<file path="src/rtl/pin_bank_pkg.sv">
package pin_bank_pkg;
  localparam int ADDR_W = 4;

  typedef enum logic [ADDR_W-1:0] {
    A_OWN_SET = 4'h0,
    A_OWN_CLR = 4'h1,
    A_DIR_SET = 4'h2,
    A_DIR_CLR = 4'h3,
    A_OUT_SET = 4'h4,
    A_OUT_CLR = 4'h5,
    A_FLT_SET = 4'h6,
    A_FLT_CLR = 4'h7,
    A_IEN_SET = 4'h8,
    A_IEN_CLR = 4'h9,
    A_PIN_LVL = 4'hA,
    A_EVT_STA = 4'hB
  } reg_addr_e;
endpackage

</file>
<file path="src/rtl/pin_input_stage.sv">
module pin_input_stage #(
  parameter int NUM_PINS = 12,
  parameter int SYNC_STAGES = 2
) (
  input  logic                clk,
  input  logic                rst,
  input  logic [NUM_PINS-1:0] pad_in,
  input  logic [NUM_PINS-1:0] flt_en,
  output logic [NUM_PINS-1:0] lvl
);
  localparam int LAST = SYNC_STAGES - 1;

  for (genvar i = 0; i < NUM_PINS; i++) begin : g_pin
    logic [SYNC_STAGES-1:0] sync_q;
    logic                   prev_q;
    logic                   lvl_q;

    always_ff @(posedge clk) begin
      if (rst) begin
        sync_q <= '0;
        prev_q <= 1'b0;
        lvl_q  <= 1'b0;
      end else begin
        sync_q <= {sync_q[SYNC_STAGES-2:0], pad_in[i]};
        prev_q <= sync_q[LAST];
        // filtered path takes a value only after two equal samples
        if (!flt_en[i] || (sync_q[LAST] == prev_q))
          lvl_q <= sync_q[LAST];
      end
    end

    assign lvl[i] = lvl_q;
  end
endmodule

</file>
<file path="src/rtl/pin_event_unit.sv">
module pin_event_unit #(
  parameter int NUM_PINS = 12
) (
  input  logic                clk,
  input  logic                rst,
  input  logic [NUM_PINS-1:0] lvl,
  input  logic [NUM_PINS-1:0] ien,
  input  logic                evt_clr,
  output logic [NUM_PINS-1:0] evt,
  output logic                irq
);
  logic [NUM_PINS-1:0] lvl_d;
  logic [NUM_PINS-1:0] evt_q;
  logic [NUM_PINS-1:0] chg;
  logic                irq_q;

  assign chg = lvl ^ lvl_d;

  always_ff @(posedge clk) begin
    if (rst) begin
      lvl_d <= '0;
      evt_q <= '0;
      irq_q <= 1'b0;
    end else begin
      lvl_d <= lvl;
      // a change arriving on the clearing cycle survives the clear
      evt_q <= (evt_clr ? '0 : evt_q) | chg;
      irq_q <= |(evt_q & ien);
    end
  end

  assign evt = evt_q;
  assign irq = irq_q;
endmodule

</file>
<file path="src/rtl/pin_ctrl_regs.sv">
module pin_ctrl_regs
  import pin_bank_pkg::*;
#(
  parameter int NUM_PINS = 12
) (
  input  logic                clk,
  input  logic                rst,
  input  logic                wr_en,
  input  logic                rd_en,
  input  logic [ADDR_W-1:0]   addr,
  input  logic [NUM_PINS-1:0] wdata,
  input  logic [NUM_PINS-1:0] lvl,
  input  logic [NUM_PINS-1:0] evt,
  output logic [NUM_PINS-1:0] own,
  output logic [NUM_PINS-1:0] dir,
  output logic [NUM_PINS-1:0] out,
  output logic [NUM_PINS-1:0] flt,
  output logic [NUM_PINS-1:0] ien,
  output logic [NUM_PINS-1:0] rdata,
  output logic                evt_clr
);
  localparam int NUM_CTRL = 5;

  logic [NUM_PINS-1:0] ctrl_q [NUM_CTRL];
  logic [NUM_PINS-1:0] rdata_q;

  for (genvar r = 0; r < NUM_CTRL; r++) begin : g_ctrl
    localparam logic [ADDR_W-1:0] SET_A = ADDR_W'(2 * r);
    localparam logic [ADDR_W-1:0] CLR_A = ADDR_W'(2 * r + 1);
    always_ff @(posedge clk) begin
      if (rst)
        ctrl_q[r] <= '0;
      else if (wr_en && addr == SET_A)
        ctrl_q[r] <= ctrl_q[r] | wdata;
      else if (wr_en && addr == CLR_A)
        ctrl_q[r] <= ctrl_q[r] & ~wdata;
    end
  end

  assign own = ctrl_q[0];
  assign dir = ctrl_q[1];
  assign out = ctrl_q[2];
  assign flt = ctrl_q[3];
  assign ien = ctrl_q[4];

  assign evt_clr = rd_en && (addr == A_EVT_STA);

  always_ff @(posedge clk) begin
    if (rst) begin
      rdata_q <= '0;
    end else if (rd_en) begin
      case (addr)
        A_OWN_SET, A_OWN_CLR: rdata_q <= ctrl_q[0];
        A_DIR_SET, A_DIR_CLR: rdata_q <= ctrl_q[1];
        A_OUT_SET, A_OUT_CLR: rdata_q <= ctrl_q[2];
        A_FLT_SET, A_FLT_CLR: rdata_q <= ctrl_q[3];
        A_IEN_SET, A_IEN_CLR: rdata_q <= ctrl_q[4];
        A_PIN_LVL:            rdata_q <= lvl;
        A_EVT_STA:            rdata_q <= evt;
        default:              rdata_q <= '0;
      endcase
    end
  end

  assign rdata = rdata_q;
endmodule

</file>
<file path="src/rtl/pin_bank_ctrl.sv">
module pin_bank_ctrl
  import pin_bank_pkg::*;
#(
  parameter int NUM_PINS = 12
) (
  input  logic                clk,
  input  logic                rst,
  input  logic                wr_en,
  input  logic                rd_en,
  input  logic [ADDR_W-1:0]   addr,
  input  logic [NUM_PINS-1:0] wdata,
  output logic [NUM_PINS-1:0] rdata,
  input  logic [NUM_PINS-1:0] pad_in,
  output logic [NUM_PINS-1:0] pad_out,
  output logic [NUM_PINS-1:0] pad_oe,
  input  logic [NUM_PINS-1:0] per_out,
  input  logic [NUM_PINS-1:0] per_oe,
  output logic                irq
);
  logic [NUM_PINS-1:0] own_q, dir_q, out_q, flt_q, ien_q;
  logic [NUM_PINS-1:0] lvl, evt_q;
  logic                evt_clr;
  logic [NUM_PINS-1:0] pad_out_q, pad_oe_q;

  pin_ctrl_regs #(.NUM_PINS(NUM_PINS)) u_regs (
    .clk(clk), .rst(rst), .wr_en(wr_en), .rd_en(rd_en), .addr(addr),
    .wdata(wdata), .lvl(lvl), .evt(evt_q),
    .own(own_q), .dir(dir_q), .out(out_q), .flt(flt_q), .ien(ien_q),
    .rdata(rdata), .evt_clr(evt_clr)
  );

  pin_input_stage #(.NUM_PINS(NUM_PINS), .SYNC_STAGES(2)) u_inp (
    .clk(clk), .rst(rst), .pad_in(pad_in), .flt_en(flt_q), .lvl(lvl)
  );

  pin_event_unit #(.NUM_PINS(NUM_PINS)) u_evt (
    .clk(clk), .rst(rst), .lvl(lvl), .ien(ien_q), .evt_clr(evt_clr),
    .evt(evt_q), .irq(irq)
  );

  always_ff @(posedge clk) begin
    if (rst) begin
      pad_out_q <= '0;
      pad_oe_q  <= '0;
    end else begin
      pad_out_q <= (own_q & out_q) | (~own_q & per_out);
      pad_oe_q  <= (own_q & dir_q) | (~own_q & per_oe);
    end
  end

  assign pad_out = pad_out_q;
  assign pad_oe  = pad_oe_q;
endmodule

</file>
<file path="config.mk">
export PLATFORM = sky130hd
export DESIGN_NAME = pin_bank_ctrl
export DESIGN_NICKNAME = d
export VERILOG_FILES = /design/src/rtl/pin_bank_pkg.sv /design/src/rtl/pin_input_stage.sv /design/src/rtl/pin_event_unit.sv /design/src/rtl/pin_ctrl_regs.sv /design/src/rtl/pin_bank_ctrl.sv
export SDC_FILE = /design/constraint.sdc
export NUM_CORES = 1
export LEC_CHECK = 0
export CORE_ASPECT_RATIO = 1.5
export CORE_UTILIZATION = 51
export CTS_CLUSTER_SIZE = 16
export DETAILED_ROUTE_END_ITERATION = 8
export DONT_BUFFER_PORTS = 1
export PLACE_DENSITY = 0.66
export SETUP_SLACK_MARGIN = 0.4
export SYNTH_ARGS = -nofsm -noshare
export SYNTH_HDL_FRONTEND = slang
export SYNTH_SLANG_ARGS = --single-unit
export TNS_END_PERCENT = 100
</file>
<file path="constraint.sdc">
create_clock -name clk -period 2.9 [get_ports clk]
set_input_delay 0.435 -clock clk [delete_from_list [all_inputs] [get_ports clk]]
set_output_delay 0.435 -clock clk [all_outputs]
set_load 0.005 [all_outputs]
</file>
# Word level (Yosys, flattened, before mapping)
# Memories as Yosys holds them, arrays and structs flattened.
# Index checks and enable logic that the tools add are counted.
totals:
  mem_bits_rw: 60
  memories: 1
  output_inout_bits: 37
  word_cells: 188
  in_bits: 56
  regBits: 109
memory_table:
  columns: ["name", "words", "word_bits", "read_ports", "rd_clocked_by_memory_dff", "wr", "line", "rtl"]
  rows:
  - ["u_regs.ctrl_q", 5, 12, 5, 0, 5, "pin_ctrl_regs.sv:24", "logic [NUM_PINS-1:0] ctrl_q [NUM_CTRL];"]
classes:
  mux: 49
  n_eq_ne: 23
  bitwise: 31
  reduce_logical: 42
op_table:
  columns: ["op", "n"]
  rows:
  - ["$mux W12", 11]
  - ["$and A12 B12 Y12", 10]
  - ["$or A12 B12 Y12", 8]
  - ["$pmux W12 S7", 1]
  - ["$mux W1", 37]
  - ["$not A12 Y12", 2]
  - ["$eq A4 B3 Y1 const B", 4]
  - ["$eq A4 B4 Y1 const B", 4]
  - ["$eq A1 B1 Y1", 12]
  - ["$logic_not A1 Y1", 12]
  - ["$logic_or A1 B1 Y1", 12]
  - ["$reduce_or A12 Y1", 1]
  - ["$xor A12 B12 Y12", 1]
  - ["$logic_and A1 B1 Y1", 11]
  - ["$or A1 B1 Y1", 10]
  - ["$reduce_or A2 Y1", 5]
  - ["$eq A4 B2 Y1 const B", 2]
  - ["$eq A4 B1 Y1 const B", 1]
  - ["$logic_not A4 Y1", 1]

# Logic depth before layout (Yosys ltp)
logic_depth:
  depth_word: 7
  ltp_mapped: 7
  ltp_nobuf: 4

# By module
# A second synthesis with hierarchy kept.
hier_totals:
  cells_unflattened: 674
  hier_area_um2: 7524.7
by_module_without_submodules:
  columns: ["module", "cells_each", "n_inst", "seq_area_each_um2", "area_per_inst_um2"]
  rows:
  - ["pin_ctrl_regs", 355, 1, 2042.0, 4122.7]
  - ["pin_input_stage", 162, 1, 960.9, 1661.6]
  - ["pin_event_unit", 83, 1, 500.5, 907.1]
  - ["pin_bank_ctrl", 74, 1, 480.5, 833.3]

# Worst setup path after synthesis
# Ideal clock, no wire load.
synth_path:
  path_type: "input to register"
  startpoint: "input port rst"
  endpoint: "memory u_regs.ctrl_q[3][0], enable pin"
  stages: 4
  n_path_buf: 3
  t_arrival_ns: 1.528
  setup_ns: 0.383
  path_slack_ns: 0.989
  path_cell_list: "clkbuf_1 -> clkbuf_1 -> buf_2 -> o21bai_1"
synth_rtl:
  columns: ["element", "line", "rtl"]
  rows:
  - ["start, declared", "pin_bank_ctrl.sv:7", "input logic rst,"]
  - ["end, declared", "pin_ctrl_regs.sv:24", null]

==> results.md <==
* Status: complete, but fails checks
* Violated checks: design-rule violations
* CP endpoint kind: flip-flop
* Hold Path Cell Cnt at 1
* Crit-path cells: nor2b_1 -> and2b_1 -> nand2_1 -> nand2b_1
* Footprint of the multi-input gates at 2890 sq um
* FILL cells at 1204
* Hold WC Path Type: in -> reg
* Later-pin clock latency in the skew report at 0.42 ns
* Max-cap check violation count at 0
* Post-CTS Resized at 0
* FF+latch area at 3980 sq um
* ANT cells at 0
* Register area share after synthesis at 0.561
* Clock Pin Slew Worst Setup and Hold Paths at 0.07 ns
* Post-DP HPWL at 11900 um
* Worst hold start: rst
* CP max stage cell: nand2b_1
* Pleak at 2.98 nW
* RSZ-0062 raised after global routing: no
* Slew @ Worst Pin at 0.600 ns
* Ys flop type: dfxtp_1
* Core Area at 13500 sq um
* Post-synthesis async set-or-reset flop share at 0
* Netlist cell types at 45
* Die Ht at 147 um
* Reg2reg path depth at 3
* Final setup TNS at 0 ns
* Layout cell share with drive strength beyond 1 at 0.0821
* Number of flops mapped to enable cells by yosys at 60
* Antenna violations before repair at 0
* Crit path kind: in -> reg
* Worst Hold End: u_inp.g_pin[0].lvl_q
* GR Overflow Total at 0
* Yosys warning count at 0
* Mapped Nets at 709
* Most common cell after layout, fill and taps aside: dfxtp_1
* All-Layer GR Usage at 0.246
* Commonest cells after routing, fill and taps aside: dfxtp_1, nand2b_1, a21oi_1
* Reg2reg start: u_regs.ctrl_q[3][3]
* Final Cycle Share at 0.515
* Rel. slew slack at 0.600
* Routability cong. at 0.924
* Final nets at 701
* Clk_skew at 0.00905 ns
* Mapped Cells at 653
* Cts bufs inserted at 17
* Final setup fails at 0
* Max FO, Critical Path at 13
* Rows at 52
* DIE AREA at 14400 sq um
* Pwr dens at 659 nW/um^2
* Crit Reg-Reg Endpoint: u_regs.rdata[3]
* Vias/cell at 5.97
* Synth Register Bits at 169
* TritonCTS clock tree: done
* TritonRoute pass-1 iters at 9
* Final worst path period need at 1.49 ns
* ANT nets after route at 0
* Global-route wire length before repair at 26800 um
* Layout area overhead at 8.90%
* Max-slew violations at 0
* Htree depth at 4
* Longest Clk Path Bufs at 2
* Die width at 98.3 um
* Top delay family on crit path: simple AND/OR/NAND/NOR gates
* Peak supply drop at 0.000423 V
* # DRC at 8
* Worst EP arrival at 1.56 ns
* IO Port Bufs at 0
* Final Hold Vio Count at 0
* Post-Syn Area per Cell at 10.9 sq um
* WL/cell at 20.6 um
* # hold bufs at CTS at 0
* DRT Wirelength at 16900 um
* Post-CTS setup buffers at 0
* Root buffer cell: clkbuf_16
* CP required at 2.96 ns
* Largest net degree at the start of global routing at 117
* Mapped Area at 7100 sq um
* Clk sinks at 169
* Startpoint Class: input port
* CP max stage delay at 0.50 ns
* Initial Utilization at 0.525
* Final Instance Area at 7730 sq um
* R2r setup slk at 1.58 ns
* Io pins at 93
* Worst Path Buf+Inv at 0
* Via count at 4897
* Max Clk Rate at 0.669 GHz
* Placed cell area at 7160 sq um
* Starting DRT DRC Count at 285
* Number of global-route vias before repair at 4691
==> logic make-up after synthesis <==
logic type	after synthesis	share of synthesized area
compound gates	169	0.158
simple gates	216	0.171
flops	169	0.561
mux	42	0.0627
buf+inv	45	0.0317
xor+xnor	12	0.0148
==> Yosys cell counts (12+ instances only) <==
master,instances,share of area
a21o_1,16,0.017
dfxtp_1,109,0.31
clkbuf_1,14,0.0074
a21oi_1,72,0.051
nand2_1,24,0.013
inv_1,13,0.0069
edfxtp_1,60,0.25
and3_1,12,0.011
nand2b_1,79,0.070
xor2_1,12,0.015
nor2b_1,51,0.045
o21ai_0,25,0.018
mux2i_1,40,0.056
nor2_1,37,0.020
==> worst max-delay path by stage <==
stage / start / endpoint / slack (ns) / cells past startpoint
floorplan: rst / u_regs.ctrl_q[3][0] / 0.99 / 4
global placement: wr_en / u_regs.ctrl_q[4][4] / 1.05 / 4
detailed placement: wr_en / u_regs.ctrl_q[4][6] / 0.98 / 4
CTS: wr_en / u_regs.ctrl_q[4][7] / 1.42 / 4
global route: wr_en / u_regs.ctrl_q[4][7] / 1.35 / 4
finish: wr_en / u_regs.ctrl_q[4][4] / 1.41 / 4
==> where the power goes <==
part           total [W]  internal [W]  switching (W)
Combinational   0.000259      0.000124       0.000135
Clock            0.00220       0.00124       0.000957
Sequential       0.00264       0.00256      0.0000862
Total            0.00510       0.00392        0.00118
==> worst reg2reg max path, delay by kind of cell (launching register included) <==
family	cells	cell delay, ns
DFF	1	0.47
muxes	1	0.53
AOI/OAI and AO/OA	1	0.10
and+or+nand+nor	1	0.09
==> registers in the layout (all words and copies together) (netlist names) <==
signal              flops
u_regs.ctrl_q          60
u_inp.g_pin.lvl_q      12
pad_oe                 12
pad_out                12
u_inp.g_pin.prev_q     12
u_inp.g_pin.sync_q     24
u_regs.rdata           12
u_evt.evt              12
u_evt.lvl_d            12
u_evt.irq               1
==> layer usage <==
layer	up-vias	share of wire	global-route usage
li1	2309	-	-
met1	2369	0.42	0.317
met2	188	0.48	0.387
met3	31	0.073	0.0685
met4	0	0.028	0.107
met5	-	0	0
==> cell type report <==
type / instances / area share
sequential: 169 / 0.515
multi-input combinational: 439 / 0.374
clock buffer: 20 / 0.0591
tap: 162 / 0.0262
clock inverter: 12 / 0.0149
inverter: 14 / 0.00680
timing repair buffer: 4 / 0.00388
==> metrics by stage <==
| step | hold WS (ns) | power [W] | setup slack, ns | util | std cells |
|---|---|---|---|---|---|
| 2_1_floorplan | 0.414 | 0.00290 | 0.989 | - | 653 |
| 3_3_place_gp | 0.419 | 0.00294 | 1.05 | 0.529 | 788 |
| 3_5_place_dp | 0.424 | 0.00295 | 0.977 | 0.529 | 788 |
| 4_1_cts | 0.0673 | 0.00513 | 1.42 | 0.571 | 820 |
| 5_1_grt | 0.0565 | 0.00529 | 1.35 | 0.571 | 820 |
| 6_report | 0.0763 | 0.00510 | 1.41 | 0.571 | 820 |
(Power assumes the default switching activity.)
